`src/rtl/rit_pkg.sv`:
```
package rit_pkg;
  localparam int RIT_CNT_W_DEF   = 32;
  localparam int RIT_OVR_W_DEF   = 8;
  localparam int RIT_LIMIT_DEF   = 1024;
endpackage

```
`src/rtl/rit_limit_reg.sv`:
```
module rit_limit_reg #(
  parameter int CNT_W         = rit_pkg::RIT_CNT_W_DEF,
  parameter int DEFAULT_LIMIT = rit_pkg::RIT_LIMIT_DEF
) (
  input  logic             clk,
  input  logic             rst,
  input  logic             wr_en,
  input  logic [CNT_W-1:0] wr_data,
  output logic [CNT_W-1:0] limit_q
);
  localparam logic [CNT_W-1:0] RST_LIM =
    (DEFAULT_LIMIT == 0) ? CNT_W'(1) : CNT_W'(DEFAULT_LIMIT);

  always_ff @(posedge clk) begin
    if (rst)
      limit_q <= RST_LIM;
    else if (wr_en)
      limit_q <= (wr_data == '0) ? CNT_W'(1) : wr_data;
  end

  // a zero write lands as a limit of one
  a_r5_zero_clamped: assert property (@(posedge clk) disable iff (rst)
    (wr_en && wr_data == '0) |=> (limit_q == CNT_W'(1)));
endmodule

```
`src/rtl/rit_interval_cnt.sv`:
```
module rit_interval_cnt #(
  parameter int CNT_W = rit_pkg::RIT_CNT_W_DEF
) (
  input  logic             clk,
  input  logic             rst,
  input  logic             restart,
  input  logic [CNT_W-1:0] limit,
  output logic             due,
  output logic [CNT_W-1:0] count_q
);
  logic [CNT_W-1:0] last_val;

  assign last_val = limit - CNT_W'(1);
  assign due      = (count_q >= last_val);

  always_ff @(posedge clk) begin
    if (rst || restart || due)
      count_q <= '0;
    else
      count_q <= count_q + CNT_W'(1);
  end

  // the count never reaches the limit held by the limit register
  a_r3_count_below_limit: assert property (@(posedge clk) disable iff (rst)
    count_q < limit);
endmodule

```
`src/rtl/rit_overrun_mon.sv`:
```
module rit_overrun_mon #(
  parameter int OVR_W = rit_pkg::RIT_OVR_W_DEF
) (
  input  logic             clk,
  input  logic             rst,
  input  logic             issue,
  input  logic             ack,
  output logic [OVR_W-1:0] ovr_q
);
  localparam logic [OVR_W-1:0] OVR_MAX = '1;

  logic pend_q;

  always_ff @(posedge clk) begin
    if (rst) begin
      pend_q <= 1'b0;
      ovr_q  <= '0;
    end else begin
      if (issue) begin
        pend_q <= 1'b1;
        if (pend_q && !ack && ovr_q != OVR_MAX)
          ovr_q <= ovr_q + OVR_W'(1);
      end else if (ack) begin
        pend_q <= 1'b0;
      end
    end
  end

  // a saturated counter stays saturated
  a_r8_holds_at_max: assert property (@(posedge clk) disable iff (rst)
    (ovr_q == OVR_MAX) |=> (ovr_q == OVR_MAX));
  // never decreases outside reset
  a_r8_no_decrease: assert property (@(posedge clk) disable iff (rst)
    (ovr_q != '0) |=> (ovr_q >= $past(ovr_q)));
  // without a new issue the count does not move
  a_r6_only_on_issue: assert property (@(posedge clk) disable iff (rst)
    !issue |=> $stable(ovr_q));
endmodule

```
`src/rtl/refresh_interval_timer.sv`:
```
module refresh_interval_timer #(
  parameter int CNT_W         = rit_pkg::RIT_CNT_W_DEF,
  parameter int DEFAULT_LIMIT = rit_pkg::RIT_LIMIT_DEF,
  parameter int OVR_W         = rit_pkg::RIT_OVR_W_DEF
) (
  input  logic             clk,
  input  logic             rst,
  input  logic             lim_wr_en,
  input  logic [CNT_W-1:0] lim_wr_data,
  input  logic             rfsh_ack,
  output logic             rfsh_req,
  output logic [OVR_W-1:0] overrun_count
);
  logic [CNT_W-1:0] limit_q;
  logic [CNT_W-1:0] count_q;
  logic             due;
  logic             fire;

  assign fire = lim_wr_en | due;

  rit_limit_reg #(.CNT_W(CNT_W), .DEFAULT_LIMIT(DEFAULT_LIMIT)) u_limit (
    .clk(clk), .rst(rst), .wr_en(lim_wr_en), .wr_data(lim_wr_data),
    .limit_q(limit_q)
  );

  rit_interval_cnt #(.CNT_W(CNT_W)) u_cnt (
    .clk(clk), .rst(rst), .restart(lim_wr_en), .limit(limit_q),
    .due(due), .count_q(count_q)
  );

  rit_overrun_mon #(.OVR_W(OVR_W)) u_ovr (
    .clk(clk), .rst(rst), .issue(fire), .ack(rfsh_ack),
    .ovr_q(overrun_count)
  );

  always_ff @(posedge clk) begin
    if (rst) rfsh_req <= 1'b0;
    else     rfsh_req <= fire;
  end

  // a limit write is followed by a request
  a_r2_write_forces_req: assert property (@(posedge clk) disable iff (rst)
    lim_wr_en |=> rfsh_req);
  // a request always starts a fresh interval
  a_r2_req_starts_at_zero: assert property (@(posedge clk) disable iff (rst)
    rfsh_req |-> (count_q == '0));
  // with limit two or more and no write, no back-to-back requests
  a_r4_single_pulse: assert property (@(posedge clk) disable iff (rst)
    (rfsh_req && limit_q > CNT_W'(1) && !lim_wr_en) |=> !rfsh_req);
endmodule

```
`config.mk`:
```
export PLATFORM = sky130hd
export DESIGN_NAME = refresh_interval_timer
export DESIGN_NICKNAME = d
export VERILOG_FILES = /design/src/rtl/rit_pkg.sv /design/src/rtl/rit_limit_reg.sv /design/src/rtl/rit_interval_cnt.sv /design/src/rtl/rit_overrun_mon.sv /design/src/rtl/refresh_interval_timer.sv
export SDC_FILE = /design/constraint.sdc
export NUM_CORES = 1
export LEC_CHECK = 0
export BUFFER_PORTS_ARGS = -buffer_cell sky130_fd_sc_hd__buf_4
export CORE_MARGIN = 1
export CORE_UTILIZATION = 64
export CTS_BUF_LIST = sky130_fd_sc_hd__clkbuf_8 sky130_fd_sc_hd__clkbuf_16
export DETAILED_ROUTE_END_ITERATION = 6
export PLACE_DENSITY = 0.83
export SLEW_MARGIN = 20
export SYNTH_ARGS = -nofsm -noshare
export SYNTH_HDL_FRONTEND = slang
export SYNTH_HIERARCHICAL = 1
export SYNTH_SLANG_ARGS = --single-unit
```
`constraint.sdc`:
```
create_clock -name clk -period 12.3 [get_ports clk]
set_input_delay 0.615 -clock clk [delete_from_list [all_inputs] [get_ports clk]]
set_output_delay 0.615 -clock clk [all_outputs]
set_load 0.005 [all_outputs]
```
==> summary.md <==
| Metric | Value |
|---|---|
| Post-CTS sizing | 0 |
| Worst slew pin tran | 0.7303 ns |
| Crit Path Class | reg2reg |
| Final setup margin | 7.144 ns |
| Unrepaired setup endpoints after global routing | false |
| Routed via count | 3698 |
| Top Ports | 45 |
| Clock slew at reported path FFs | 0.08 ns |
| Post-Place Worst Slack | 7.207 ns |
| Post-Route WL | 9706 um |
| Die W | 84.59 um |
| Area Overhead vs Synth | 13.93% |
| Synth top cells by count | dfxtp_1, nor2_1, nor3_1 |
| Pwr per Cell Area | 110.3 mW/mm^2 |
| # diodes | 0 |
| Detailed Routing Iterations Pass 1 | 4 |
| Fraction of layout cells with a size suffix above 1 | 14.60% |
| Port Buffer Count | 44 |
| Seq/Total Area, Yosys | 33.94% |
| Clock power frac | 40.7% |
| Post-synthesis cell count | 496 |
| Hold slack | 0.4776 ns |
| Worst-path maximum fanout | 33 |
| Status | finished, final reports clean |
| Num rows | 29 |
| CTS sink cnt | 74 |
| MaxCap Viol Count | 0 |
| Cts bufs inserted | 9 |
| Pint | 0.0004103 W |
| Final net count | 607 |
| NetSw | 0.0001381 W |
| Most frequent cell after synthesis | dfxtp_1 |
| Vias/cell | 5.984 |
| Final Max Tran Viols | 0 |
| Worst setup SP type | flip-flop |
| Initial antenna violation count | 0 |
| Setup violators final | 0 |
| Global-route wire length before repair | 16790 um |
| Hold Path Class | in2reg |
| Crit path time final | 5.156 ns |
| Post-Synthesis Cell Area | 0.004365 mm^2 |
| Fillers | 473 |
| Final hold vios | 0 |
| CTS tree | done |
| Post-CTS Setup Inserts | 0 |
| Sw Share | 25.19% |
| DIE AREA | 0.007155 mm^2 |
| Vias in the first global route | 3581 |
| Async S/R FF share, synth | 0% |
| Synthesized area per cell | 8.801 um^2 |
| Total GRT Usage | 29.51% |
| Die Y | 84.59 um |
| Avg WL per Cell | 15.71 um |
| CP endpoint kind | flip-flop |
| Leak pwr | 1.934 nW |
| #FFs+latches synth | 74 |
| Syn nets | 567 |
| Setup TNS | 0 ns |
| Synth warn | 6 |
| Netlist cell types | 54 |
| Htree depth | 3 |
| Largest net degree at the start of global routing | 45 |
| WP data arrival | 5.40 ns |
| CTS root buf | clkbuf_8 |
| DRC | 0 |
| Slew headroom | 50.86% |
| Peak supply drop | 0.1004 mV |
| Synth area leader | dfxtp_1 |
| GPL Wtd Cong | 0.8617 |
| Clk Latency, worst-skew pair | 0.36 ns |
| DRT iter0 DRCs | 168 |
| Antenna-violating nets left | 0 |
| Core area | 0.006459 mm^2 |
| Reg2reg setup slack | 7.14 ns |
| Number of enable flip-flop cells after synthesis | 0 |
| Fmax | 194.0 MHz |
| Comb power frac | 12.7% |
| Top cell type's share of synthesized area | 33.94% |
| Worst clock skew | 0.005797 ns |
| Longest Clk Path Bufs | 2 |
| Worst EP required | 12.55 ns |
| Final HPWL DP | 7113 um |
| Hold_buf cts | 0 |
| GR Overflow Total | 0 |
| Sequential Power Share | 46.6% |
| Ys flop type | dfxtp_1 |
| Period Utilization, post-route | 41.92% |
| Area contributors post-synth | dfxtp_1, ha_1, xnor2_1 |
| Initial Utilization | 67.59% |
## cells in the final DEF (no fill, tap or decap), types with 3 or more instances in the layout
cell      Yosys  final
a21oi_1      19     19
and3_1        4      4
and4_1        6      6
buf_4         3     46
clkbuf_8      0     12
dfxtp_1      74     74
ha_1         35     35
inv_1        12     12
mux2i_1      31     31
nand2_1      31     31
nand2b_1      3      3
nand3_1      15     15
nand4_1       7      7
nor2_1       58     58
nor3_1       56     56
nor4_1       16     16
o21ai_0       5      5
or3_1         6      6
or4_1         3      3
xnor2_1      44     44
xor2_1       16     16
## layer usage
layer  track usage, %  vias up  wire, um
met4            10.79        0       116
met3            5.801       10       365
met1            39.88     1745      4760
met5                0        -         0
met2            46.93       86      4465
li1                 -     1857         -
## state kept, by name, indices dropped and copies added (netlist names)
name	count
u_cnt/count_q	32
u_limit/limit_q	32
u_ovr/ovr_q	8
rfsh_req	1
u_ovr/pend_q	1
## cell type report
class	count	area [um^2]	share of cell area, %
Tap cell	77	96.34	1.937
Inverter	12	45.04	0.9057
Multi-Input combinational cell	393	2768	55.65
Clock buffer	12	165.2	3.321
Sequential cell	74	1481	29.79
Clock inverter	4	72.57	1.459
Timing Repair Buffer	46	345.3	6.943
## worst paths after layout
kind	from	endpoint	cells after the start
setup / recovery	u_limit/limit_q[9]	u_ovr/ovr_q[3]	17
hold / removal	lim_wr_data[10]	u_limit/limit_q[10]	2
setup reg to reg	u_limit/limit_q[9]	u_ovr/ovr_q[3]	17
hold reg to reg	u_ovr/pend_q	u_ovr/pend_q	2
## power groups by stage
stage | clock network (W) | registers, W | logic, W
floorplan | 0 | 0.000258 | 0.0000485
global placement | 0 | 0.000260 | 0.0000656
detailed placement | 0 | 0.000261 | 0.0000688
CTS | 0.000225 | 0.000255 | 0.0000695
global route | 0.000236 | 0.000257 | 0.0000776
finish | 0.000223 | 0.000255 | 0.0000698
## metrics by stage
step | area [um^2] | cells | util (%) | power, W
after floorplan | 4365 | 496 | - | 0.0003069
after global placement | 4736 | 602 | 73.32 | 0.0003260
after detailed placement | 4736 | 602 | 73.32 | 0.0003296
after CTS | 4974 | 618 | 77.01 | 0.0005494
after global routing | 4974 | 618 | 77.01 | 0.0005697
final | 4974 | 618 | 77.01 | 0.0005484
## cells by family after synthesis
logic type / after synthesis / share of synthesized area [%]
XOR/XNOR: 60 / 12.04
buffers and inverters: 29 / 2.809
multiplexers: 32 / 7.452
AO/OA/AOI/OAI: 41 / 6.276
flip-flops: 74 / 33.94
adder cells (fa/ha/maj): 35 / 10.03
AND/OR/NAND/NOR: 225 / 27.46
## critical path, stage by stage (launching register included)
cell and delay (ns):
dfxtp_1 0.35, or4_4 0.56, or4_4 0.46, nor4_4 0.37, or3b_1 0.41, xor2_1 0.16, ha_1 0.32, nand4_1 0.11
nor4_1 0.42, nand2_1 0.11, a31oi_2 0.15, buf_4 0.35, nand4b_1 0.19, or2_1 0.13, and3b_1 0.23, and4_4 0.28
o21a_4 0.15, mux2_4 0.29
(Power assumes the default switching activity.)
